File: src/rtl/cdiv_pkg.sv
package cdiv_pkg;

  // Largest ratio is 64 * 31 = 1984, which fits in 11 bits
  localparam int RATIO_W = 11;
  // Status bits that carry the busy flag (decoded by software as 0x18)
  localparam int STAT_BUSY_LO = 3;
  localparam int STAT_BUSY_HI = 4;

  typedef logic [RATIO_W-1:0] ratio_t;

  typedef enum logic [1:0] {
    REG_DIV  = 2'd0,
    REG_EN   = 2'd1,
    REG_STAT = 2'd2,
    REG_NONE = 2'd3
  } reg_sel_e;

  // Map a divisor code onto the division ratio
  function automatic ratio_t decode_ratio(input logic [5:0] code, input bit wide);
    ratio_t r;
    if (wide && code[5]) r = ratio_t'({code[4:0], 6'b000000});
    else                 r = ratio_t'(code[4:0]);
    if (r == '0) r = wide ? ratio_t'(64) : ratio_t'(32);
    return r;
  endfunction

endpackage

File: src/rtl/cdiv_regs.sv
module cdiv_regs #(
  parameter int DIV_W  = 5,
  parameter int DATA_W = 8,
  parameter int ADDR_W = 2
) (
  input  logic              clk_i,
  input  logic              rst_ni,
  input  logic [ADDR_W-1:0] addr_i,
  input  logic              wr_en_i,
  input  logic [DATA_W-1:0] wr_data_i,
  input  logic              switch_i,
  output logic [DIV_W-1:0]  pend_code_o,
  output logic              busy_o,
  output logic              en_o,
  output logic [DATA_W-1:0] rd_data_o
);
  import cdiv_pkg::*;

  logic     in_range;
  reg_sel_e sel;
  logic     div_wr, en_wr;

  assign in_range = ((addr_i >> 2) == '0);
  assign sel      = in_range ? reg_sel_e'(addr_i[1:0]) : REG_NONE;
  assign div_wr   = wr_en_i && (sel == REG_DIV);
  assign en_wr    = wr_en_i && (sel == REG_EN);

  always_ff @(posedge clk_i or negedge rst_ni) begin
    if (!rst_ni) begin
      pend_code_o <= DIV_W'(1);
      busy_o      <= 1'b0;
      en_o        <= 1'b0;
    end else begin
      if (div_wr) pend_code_o <= wr_data_i[DIV_W-1:0];
      if (en_wr)  en_o        <= wr_data_i[0];
      // a fresh write keeps busy set even in the cycle the old code is applied
      if (div_wr)        busy_o <= 1'b1;
      else if (switch_i) busy_o <= 1'b0;
    end
  end

  always_comb begin
    rd_data_o = '0;
    unique case (sel)
      REG_DIV:  rd_data_o[DIV_W-1:0] = pend_code_o;
      REG_EN:   rd_data_o[0] = en_o;
      REG_STAT: rd_data_o[STAT_BUSY_HI:STAT_BUSY_LO] = {2{busy_o}};
      default:  rd_data_o = '0;
    endcase
  end

endmodule

File: src/rtl/cdiv_counter.sv
module cdiv_counter #(
  parameter int DIV_W = 5,
  parameter bit WIDE  = 1'b0
) (
  input  logic             clk_i,
  input  logic             rst_ni,
  input  logic [DIV_W-1:0] pend_code_i,
  input  logic             busy_i,
  output logic             switch_o,
  output logic             div_o,
  output logic             pass_o,
  output logic [DIV_W-1:0] act_code_o
);
  import cdiv_pkg::*;

  ratio_t cnt_q, ratio, pend_ratio, nxt_ratio, nxt_cnt;
  logic   period_end;

  assign ratio      = decode_ratio(6'(act_code_o), WIDE);
  assign pend_ratio = decode_ratio(6'(pend_code_i), WIDE);
  assign period_end = (cnt_q == ratio - ratio_t'(1));
  assign switch_o   = period_end && busy_i;
  assign nxt_ratio  = switch_o ? pend_ratio : ratio;
  assign nxt_cnt    = period_end ? '0 : cnt_q + ratio_t'(1);
  assign pass_o     = (ratio == ratio_t'(1));

  always_ff @(posedge clk_i or negedge rst_ni) begin
    if (!rst_ni) begin
      act_code_o <= DIV_W'(1);
      cnt_q      <= '0;
      div_o      <= 1'b0;
    end else begin
      if (switch_o) act_code_o <= pend_code_i;
      cnt_q <= nxt_cnt;
      // high for the first floor(N/2) cycles of each period
      div_o <= (nxt_cnt < (nxt_ratio >> 1));
    end
  end

endmodule

File: src/rtl/cdiv_gate.sv
module cdiv_gate (
  input  logic clk_i,
  input  logic rst_ni,
  input  logic en_i,
  input  logic div_i,
  input  logic pass_i,
  output logic gate_o,
  output logic clk_o
);
  logic gate_n_q;

  // gate follows the enable only while the divided clock is low
  always_ff @(posedge clk_i or negedge rst_ni) begin
    if (!rst_ni)     gate_o <= 1'b0;
    else if (!div_i) gate_o <= en_i;
  end

  // copy for the pass-through path, changed while the input clock is low
  always_ff @(negedge clk_i or negedge rst_ni) begin
    if (!rst_ni) gate_n_q <= 1'b0;
    else         gate_n_q <= gate_o;
  end

  assign clk_o = pass_i ? (clk_i & gate_n_q) : (div_i & gate_o);

endmodule

File: src/rtl/gated_clk_divider.sv
module gated_clk_divider #(
  parameter bit WIDE_DIV = 1'b0,
  parameter int DATA_W   = 8,
  parameter int ADDR_W   = 2
) (
  input  logic              clk_i,
  input  logic              rst_ni,
  input  logic [ADDR_W-1:0] addr_i,
  input  logic              wr_en_i,
  input  logic [DATA_W-1:0] wr_data_i,
  output logic [DATA_W-1:0] rd_data_o,
  output logic              div_clk_o
);
  localparam int DIV_W = WIDE_DIV ? 6 : 5;

  logic [DIV_W-1:0] pend_code, act_code;
  logic busy, en, switch_now, div_q, pass, gate_q;

  cdiv_regs #(.DIV_W(DIV_W), .DATA_W(DATA_W), .ADDR_W(ADDR_W)) u_regs (
    .clk_i       (clk_i),
    .rst_ni      (rst_ni),
    .addr_i      (addr_i),
    .wr_en_i     (wr_en_i),
    .wr_data_i   (wr_data_i),
    .switch_i    (switch_now),
    .pend_code_o (pend_code),
    .busy_o      (busy),
    .en_o        (en),
    .rd_data_o   (rd_data_o)
  );

  cdiv_counter #(.DIV_W(DIV_W), .WIDE(WIDE_DIV)) u_cnt (
    .clk_i       (clk_i),
    .rst_ni      (rst_ni),
    .pend_code_i (pend_code),
    .busy_i      (busy),
    .switch_o    (switch_now),
    .div_o       (div_q),
    .pass_o      (pass),
    .act_code_o  (act_code)
  );

  cdiv_gate u_gate (
    .clk_i  (clk_i),
    .rst_ni (rst_ni),
    .en_i   (en),
    .div_i  (div_q),
    .pass_i (pass),
    .gate_o (gate_q),
    .clk_o  (div_clk_o)
  );

endmodule

File: config.mk
export PLATFORM = sky130hd
export DESIGN_NAME = gated_clk_divider
export DESIGN_NICKNAME = d
export VERILOG_FILES = /design/src/rtl/cdiv_pkg.sv /design/src/rtl/cdiv_regs.sv /design/src/rtl/cdiv_counter.sv /design/src/rtl/cdiv_gate.sv /design/src/rtl/gated_clk_divider.sv
export SDC_FILE = /design/constraint.sdc
export NUM_CORES = 1
export LEC_CHECK = 0
export BUFFER_PORTS_ARGS = -buffer_cell sky130_fd_sc_hd__buf_4
export CAP_MARGIN = 0
export CORE_MARGIN = 3
export CORE_UTILIZATION = 56
export DETAILED_ROUTE_END_ITERATION = 6
export HOLD_SLACK_MARGIN = 0.06
export PLACE_DENSITY_LB_ADDON = 0.3
export SYNTH_ARGS = -nofsm -noshare
export SYNTH_HDL_FRONTEND = slang
export SYNTH_SLANG_ARGS = --single-unit
File: constraint.sdc
create_clock -name clk_i -period 4.1 [get_ports clk_i]
set_input_delay 0.41 -clock clk_i [delete_from_list [all_inputs] [get_ports clk_i]]
set_output_delay 0.41 -clock clk_i [all_outputs]
set_load 0.005 [all_outputs]
==> run summary, run 1 <==
CRITICAL PATH
------------------------------------------------------------------------------------
Cell type of the slowest stage on the worst timing path                 sky130_fd_sc_hd__or4_1
Cell-by-cell listing of the critical path                               inv_1 > ha_1 > or3b_4 > nor4_2 > o211ai_1 > or4_1 > mux2_4 > inv_2 > ha_1 > a21o_1 > a21oi_1 > nor2b_1 > a2111oi_1
Crit path capture type                                                          flop
Number of buffers and inverters on the critical path                               2
Critical path class                                                          reg2reg
WP data arrival                                                              4.12 ns
Type of element launching the critical path                                     flop
Cell mode on critical path                                              sky130_fd_sc_hd__ha_1
Crit path max fanout                                                               8
Data required time of the worst path                                         4.39 ns
Largest stage delay on the critical path                                     0.64 ns
Cell type group with the largest total delay on the critical path       simple AND/OR/NAND/NOR gates

STA
------------------------------------------------------------------------------------
Setup tns final                                                                 0 ns
Unrepaired setup endpoints after global routing                                   no
Final critical delay including setup and external delays                    3.834 ns
Post-Route Skew                                                          0.004329 ns
Endpoints failing setup                                                            0
Worst hold margin                                                          0.1988 ns
Final period util                                                             93.52%
Number of hold violations in the final report                                      0
Final Max Tran Viols                                                               0
Max frequency                                                              260.8 MHz

CELLS AND AREA
------------------------------------------------------------------------------------
Share of cells above drive strength 1                                         24.16%
Number of antenna diodes                                                           0
Design Area, Final                                                      0.001758 mm²
Filler cells                                                                     204
Final net count                                                                  199
Share of the core filled with cells                                           67.87%
Area Growth Syn to Fin                                                        11.16%

CLOCK TREE
------------------------------------------------------------------------------------
Post-CTS Hold Fix Bufs                                                             1
Number of cells upsized or downsized after cts                                     0
Clock tree from TritonCTS                                                      built
Clk slew on worst S/H paths                                                  0.14 ns
Clk Latency, worst-skew pair                                                 0.43 ns
Number of setup buffers added after CTS                                            0

DIE
------------------------------------------------------------------------------------
Initial Util                                                                  61.06%
CORE AREA                                                               0.002590 mm²
Number of cell rows                                                               18
Chip Width                                                                  59.14 µm
Top-level I/O count                                                               22
Die Span Y                                                                  59.14 µm
Area enclosed by the die boundary                                       0.003498 mm²

YOSYS
------------------------------------------------------------------------------------
Most used DFF post-synth                                                sky130_fd_sc_hd__dfrtp_1
Post-synthesis instance area                                            0.001582 mm²
Cell with the most instances after synthesis                            sky130_fd_sc_hd__dfrtp_1
Synthesized area per cell                                                  9.762 µm²
Commonest cells in the synthesized netlist                              sky130_fd_sc_hd__dfrtp_1, sky130_fd_sc_hd__nor2_1, sky130_fd_sc_hd__xnor2_1
Number of cells produced by synthesis                                            162
Yosys Warn Count                                                                   0
EDFF count, synth                                                                  0
Dominant cell type by area after synthesis                              sky130_fd_sc_hd__dfrtp_1
Share of flip-flops with an asynchronous set or reset after synthesis         100.0%
Share of the yosys chip area belonging to registers                           41.30%
Number of unique standard cell types used by synthesis                            43
Seq cells post-synth                                                              26
Top-area cell type share of the netlist area                                  36.39%
Biggest area contributors in the synthesized netlist                    sky130_fd_sc_hd__dfrtp_1, sky130_fd_sc_hd__xnor2_1, sky130_fd_sc_hd__mux2_2, sky130_fd_sc_hd__ha_1, sky130_fd_sc_hd__nor2_1

ROUTING
------------------------------------------------------------------------------------
Number of vias per cell                                                        5.755
Aggregate routed wire length                                                3.061 mm
Iteration-0 DRC Markers                                                           41
Routed length per placed instance                                           14.72 µm
First-pass detailed-route iteration total                                          4
Post-route ant nets                                                                0
Final routed DRC violation total                                                   0
Count of vias placed by the detailed router                                     1197

POWER AND IR DROP
------------------------------------------------------------------------------------
VDD IR-drop max                                                             573.6 µV
Leakage power summed over all cells                                        0.7958 nW
Power density normalized to cell area                                   721.7 mW/mm²

HOLD PATH
------------------------------------------------------------------------------------
Tightest Hold Check Type                                                      in2reg

PLACEMENT
------------------------------------------------------------------------------------
Placed wire-length estimate after detailed placement                        2.348 mm
Cell area after placement                                               0.001689 mm²
Port Buffers                                                                      15
Final weighted congestion of routability-driven global placement              0.8448

GLOBAL ROUTE
------------------------------------------------------------------------------------
Pin count of the biggest net entering global routing                              27
Total routing usage reported by global routing                                20.39%
Total overflow reported by the global router                                       0
Via count of the first global-routing pass                                      1167
Antenna violations before repair                                                   0
First-pass GRT wire length                                                  5.292 mm

OUTCOME
------------------------------------------------------------------------------------
Status                                                                  finished, final reports clean

JOB
------------------------------------------------------------------------------------
MaxCap Viol Count                                                                  0

[sequential cells by signal (all words and copies together), names as in the netlist]
signal / cells
u_regs.pend_code_o: 5
u_regs.en_o: 1
u_gate.gate_n_q: 1
u_cnt.act_code_o: 5
u_cnt.div_o: 1
u_gate.gate_o: 1
u_regs.busy_o: 1
u_cnt.cnt_q: 11
[metrics by stage]
step	setup slack (ns)	power, W	instances
floorplan	0.8666	0.0009438	164
global placement	0.4686	0.001061	200
detailed placement	0.3237	0.001102	200
CTS	0.2669	0.001278	208
global route	0.05477	0.001386	208
finish	0.2655	0.001269	208
[placed cells by master, fill, tap and decap left out, types with 4 or more instances in the layout]
master                     instances
sky130_fd_sc_hd__dfrtp_1          23
sky130_fd_sc_hd__nor2_1           18
sky130_fd_sc_hd__buf_4            16
sky130_fd_sc_hd__xnor2_1          11
sky130_fd_sc_hd__nand3_1           9
sky130_fd_sc_hd__nand2_1           8
sky130_fd_sc_hd__mux2_2            8
sky130_fd_sc_hd__inv_1             7
sky130_fd_sc_hd__ha_1              7
sky130_fd_sc_hd__xor2_1            6
sky130_fd_sc_hd__clkbuf_4          6
sky130_fd_sc_hd__nor3_1            5
sky130_fd_sc_hd__and2_1            4
[worst paths after layout]
check / startpoint / end / slack (ns) / cells after the start
max: u_cnt.act_code_o[1]$_DFFE_PN0N_ / u_cnt.div_o$_DFF_PN0_ / 0.27 / 13
max in group asynchronous: rst_ni / u_gate.gate_n_q$_DFF_NN0_ / 1.48 / 2
max reg2reg: u_cnt.act_code_o[1]$_DFFE_PN0N_ / u_cnt.div_o$_DFF_PN0_ / 0.27 / 13
min: wr_data_i[1] / u_regs.pend_code_o[1]$_DFFE_PN0P_ / 0.20 / 2
min reg2reg: u_cnt.div_o$_DFF_PN0_ / u_gate.gate_o$_DFFE_PN0N_ / 0.50 / 1
min in group asynchronous: rst_ni / u_cnt.cnt_q[4]$_DFF_PN0_ / 0.41 / 2
[cells by family (layout without fill, tap and decap cells)]
| logic type | after synthesis | in the layout | synth area share, % |
|---|---|---|---|
| compound gates | 19 | 19 | 8.307 |
| flops | 26 | 26 | 41.30 |
| buf+inv | 20 | 34 | 6.013 |
| xor+xnor | 17 | 17 | 9.414 |
| fa+ha+maj | 7 | 7 | 5.538 |
| simple gates | 59 | 59 | 19.38 |
| mux | 13 | 13 | 9.810 |
| other cells | 1 | 3 | 0.2371 |
[report_power, final]
group	total, W	internal [W]	switching [W]
sequential	0.000468	0.000349	0.000119
clock	0.000181	0.0000941	0.0000865
combinational	0.000620	0.000305	0.000316
total	0.00127	0.000748	0.000521
[final cells by class]
class | count | area, µm² | area share (%)
clock buffer | 8 | 66.31 | 3.772
inverter | 10 | 37.54 | 2.135
multi-input combinational | 118 | 840.8 | 47.83
sequential | 26 | 653.1 | 37.15
tap | 30 | 37.54 | 2.135
timing repair buffer | 16 | 122.6 | 6.975
[layer usage]
layer  track usage [%]  routed length, µm  vias up
met2             30.44               1463       35
met3             7.843                203        5
met5                 0                  0        -
li1                  -                  -      578
met4             6.796                 25        0
met1             27.15               1369      579
Power figures use the tool's default switching activity.
==> run 2, diff against run 1 <==
Settings changed: CELL_PAD_IN_SITES_DETAIL_PLACEMENT set to 1, CELL_PAD_IN_SITES_GLOBAL_PLACEMENT set to 1, CORE_UTILIZATION 56 to 44, SLEW_MARGIN set to 20.
==> run 2 against run 1 <==
Against the previous run:
- utilization decreased by 15 points
- register-to-register slack improved by 0.12 ns
- sequential share of layout area decreased by 0.42 points
- critical path type unchanged
- largest power group unchanged
==> run summary, run 2 (synthesis results as in run 1) <==
ROUTING
-------------------------------------------------------------------------------
Routed length per placed instance                                      16.19 µm   +10%
Post-route ant nets                                                           0   unchanged
Count of vias placed by the detailed router                                1193   -0.33%
Iteration-0 DRC Markers                                                      62   +51%
First-pass detailed-route iteration total                                     4   unchanged
Final routed DRC violation total                                              0   unchanged
Aggregate routed wire length                                           3.626 mm   +18%
Number of vias per cell                                                   5.326   -7.5%

DIE
-------------------------------------------------------------------------------
Chip Width                                                             65.95 µm   +12%
Area enclosed by the die boundary                                  0.004349 mm²   +24%
CORE AREA                                                          0.003390 mm²   +31%
Top-level I/O count                                                          22   unchanged
Die Span Y                                                             65.95 µm   +12%
Initial Util                                                             46.66%   -14 points
Number of cell rows                                                          21   +3

CELLS AND AREA
-------------------------------------------------------------------------------
Register name with the most flops                                   u_cnt.cnt_q
Area Growth Syn to Fin                                                   12.42%
Largest register FFs                                                         11   unchanged
Share of cells above drive strength 1                                    24.16%   unchanged
Filler cells                                                                393   +93%
Area used by multi-input combinational logic                          840.8 µm²   unchanged
Final net count                                                             199   unchanged
Commonest cells after routing, fill and taps aside                 sky130_fd_sc_hd__dfrtp_1, sky130_fd_sc_hd__nor2_1, sky130_fd_sc_hd__buf_4
Most common cell after layout, fill and taps aside                 sky130_fd_sc_hd__dfrtp_1
Sequential standard cell area                                         653.1 µm²   unchanged
Registers with the highest flip-flop counts                        u_cnt.cnt_q x11, u_cnt.act_code_o x5, u_regs.pend_code_o x5
Share of the core filled with cells                                      52.45%   -15 points
Number of antenna diodes                                                      0   unchanged

CLOCK TREE
-------------------------------------------------------------------------------
Post-CTS Hold Fix Bufs                                                        1   unchanged
Number of setup buffers added after CTS                                       0   unchanged
Clk slew on worst S/H paths                                             0.14 ns   about the same
Clk Latency, worst-skew pair                                            0.46 ns   +0.03 ns
Clock tree from TritonCTS                                                 built
Number of cells upsized or downsized after cts                                0   unchanged

PLACEMENT
-------------------------------------------------------------------------------
Placed wire-length estimate after detailed placement                   2.743 mm   +17%
Port Buffers                                                                 15   unchanged
Final weighted congestion of routability-driven global placement         0.7953   -5.9%

POWER AND IR DROP
-------------------------------------------------------------------------------
Net switching power of the design                                   0.0005485 W   +5.3%
Clock Power Share                                                         14.9%   +0.7 points
Leakage power summed over all cells                                   0.7958 nW   unchanged
Power density normalized to cell area                              729.5 mW/mm²   +1.1%
Internal portion of total power                                     0.0007485 W   +0.12%
Combinational Power Share                                                 48.3%   -0.6 points
VDD IR-drop max                                                        322.9 µV   -44%
Proportion of total power due to net switching                           42.29%   +1.2 points
Portion of total power attributed to sequential cells                     36.7%   -0.2 points

GLOBAL ROUTE
-------------------------------------------------------------------------------
Via count of the first global-routing pass                                 1295   +11%
Total routing usage reported by global routing                           19.00%   -1.4 points
First-pass GRT wire length                                             6.120 mm   +16%
Antenna violations before repair                                              0   unchanged
Pin count of the biggest net entering global routing                         27   unchanged
Total overflow reported by the global router                                  0   unchanged

CRITICAL PATH
-------------------------------------------------------------------------------
Critical path class                                                     reg2reg
Type of element launching the critical path                                flop
Data required time of the worst path                                    4.44 ns   +0.05 ns
Crit path capture type                                                     flop
WP data arrival                                                         4.05 ns   -0.07 ns
Crit path max fanout                                                          8   unchanged

STA
-------------------------------------------------------------------------------
Final Max Tran Viols                                                          0   unchanged
Setup tns final                                                            0 ns   unchanged
Number of hold violations in the final report                                 0   unchanged
Final period util                                                        90.55%   -3.0 points
Max frequency                                                         269.4 MHz   +3.3%
Final critical delay including setup and external delays               3.713 ns   -0.1218 ns
Unrepaired setup endpoints after global routing                              no
Endpoints failing setup                                                       0   unchanged
Post-Route Skew                                                     0.005454 ns   +0.001125 ns

HOLD PATH
-------------------------------------------------------------------------------
Tightest Hold Check Type                                                 in2reg

JOB
-------------------------------------------------------------------------------
MaxCap Viol Count                                                             0   unchanged

OUTCOME
-------------------------------------------------------------------------------
Status                                                             finished, final reports clean

-- run 2: cell counts in the layout (fill, tap and decap cells not counted) --
Identical to the previous run, type by type.
-- run 2: area by class of cell --
class | instances | area share, %
clock buffer | 8 | 3.730
sequential | 26 | 36.73
timing repair buffer | 16 | 6.897
inverter | 10 | 2.111
tap | 46 | 3.237
multi-input combinational | 118 | 47.29
-- run 2: worst paths after layout --
path                                                     end  cells past startpoint  slack (ns)                       startpoint
min                        u_regs.pend_code_o[2]$_DFFE_PN0P_                      2        0.17                     wr_data_i[2]
max                                    u_cnt.div_o$_DFF_PN0_                     13        0.39  u_cnt.act_code_o[1]$_DFFE_PN0N_
min reg2reg                        u_gate.gate_o$_DFFE_PN0N_                      1        0.52            u_cnt.div_o$_DFF_PN0_
max reg2reg                            u_cnt.div_o$_DFF_PN0_                     13        0.39  u_cnt.act_code_o[1]$_DFFE_PN0N_
max in group asynchronous          u_gate.gate_n_q$_DFF_NN0_                      2        1.47                           rst_ni
min in group asynchronous           u_cnt.cnt_q[7]$_DFF_PN0_                      2        0.40                           rst_ni
-- run 2: power by group through the flow --
stage / sequential, W / combinational [W] / clock (W)
floorplan: 0.000428 / 0.000511 / 0.00000502
global placement: 0.000472 / 0.000586 / 0.0000117
detailed placement: 0.000480 / 0.000630 / 0.0000117
CTS: 0.000478 / 0.000638 / 0.000202
global route: 0.000498 / 0.000709 / 0.000210
finish: 0.000476 / 0.000627 / 0.000194
-- run 2: through the flow --
| step | setup slack (ns) | hold slack [ns] | instances | power (W) | area, µm² |
|---|---|---|---|---|---|
| 2_1_floorplan | 0.8666 | 0.1144 | 164 | 0.0009438 | 1589 |
| 3_3_place_gp | 0.4250 | 0.3344 | 216 | 0.001070 | 1709 |
| 3_5_place_dp | 0.3664 | 0.3456 | 216 | 0.001123 | 1709 |
| 4_1_cts | 0.3309 | 0.1504 | 224 | 0.001318 | 1778 |
| 5_1_grt | 0.1922 | 0.1611 | 224 | 0.001417 | 1778 |
| 6_report | 0.3874 | 0.1651 | 224 | 0.001297 | 1778 |
-- run 2: metal layers --
layer	share of wire (%)	global-route usage (%)
met5	0	0
met4	1.6	8.883
met3	3.2	3.912
met2	55	35.92
met1	40	19.74
-- run 2: critical path, cell delays in order (launching register included) --
cell	delay [ns]
sky130_fd_sc_hd__dfrtp_1	0.46
sky130_fd_sc_hd__inv_1	0.10
sky130_fd_sc_hd__ha_1	0.19
sky130_fd_sc_hd__or3b_4	0.40
sky130_fd_sc_hd__nor4_2	0.27
sky130_fd_sc_hd__o211ai_1	0.15
sky130_fd_sc_hd__or4_1	0.63
sky130_fd_sc_hd__mux2_4	0.38
sky130_fd_sc_hd__inv_2	0.05
sky130_fd_sc_hd__ha_1	0.23
sky130_fd_sc_hd__a21o_1	0.19
sky130_fd_sc_hd__a21oi_1	0.14
sky130_fd_sc_hd__nor2b_1	0.07
sky130_fd_sc_hd__a2111oi_1	0.32
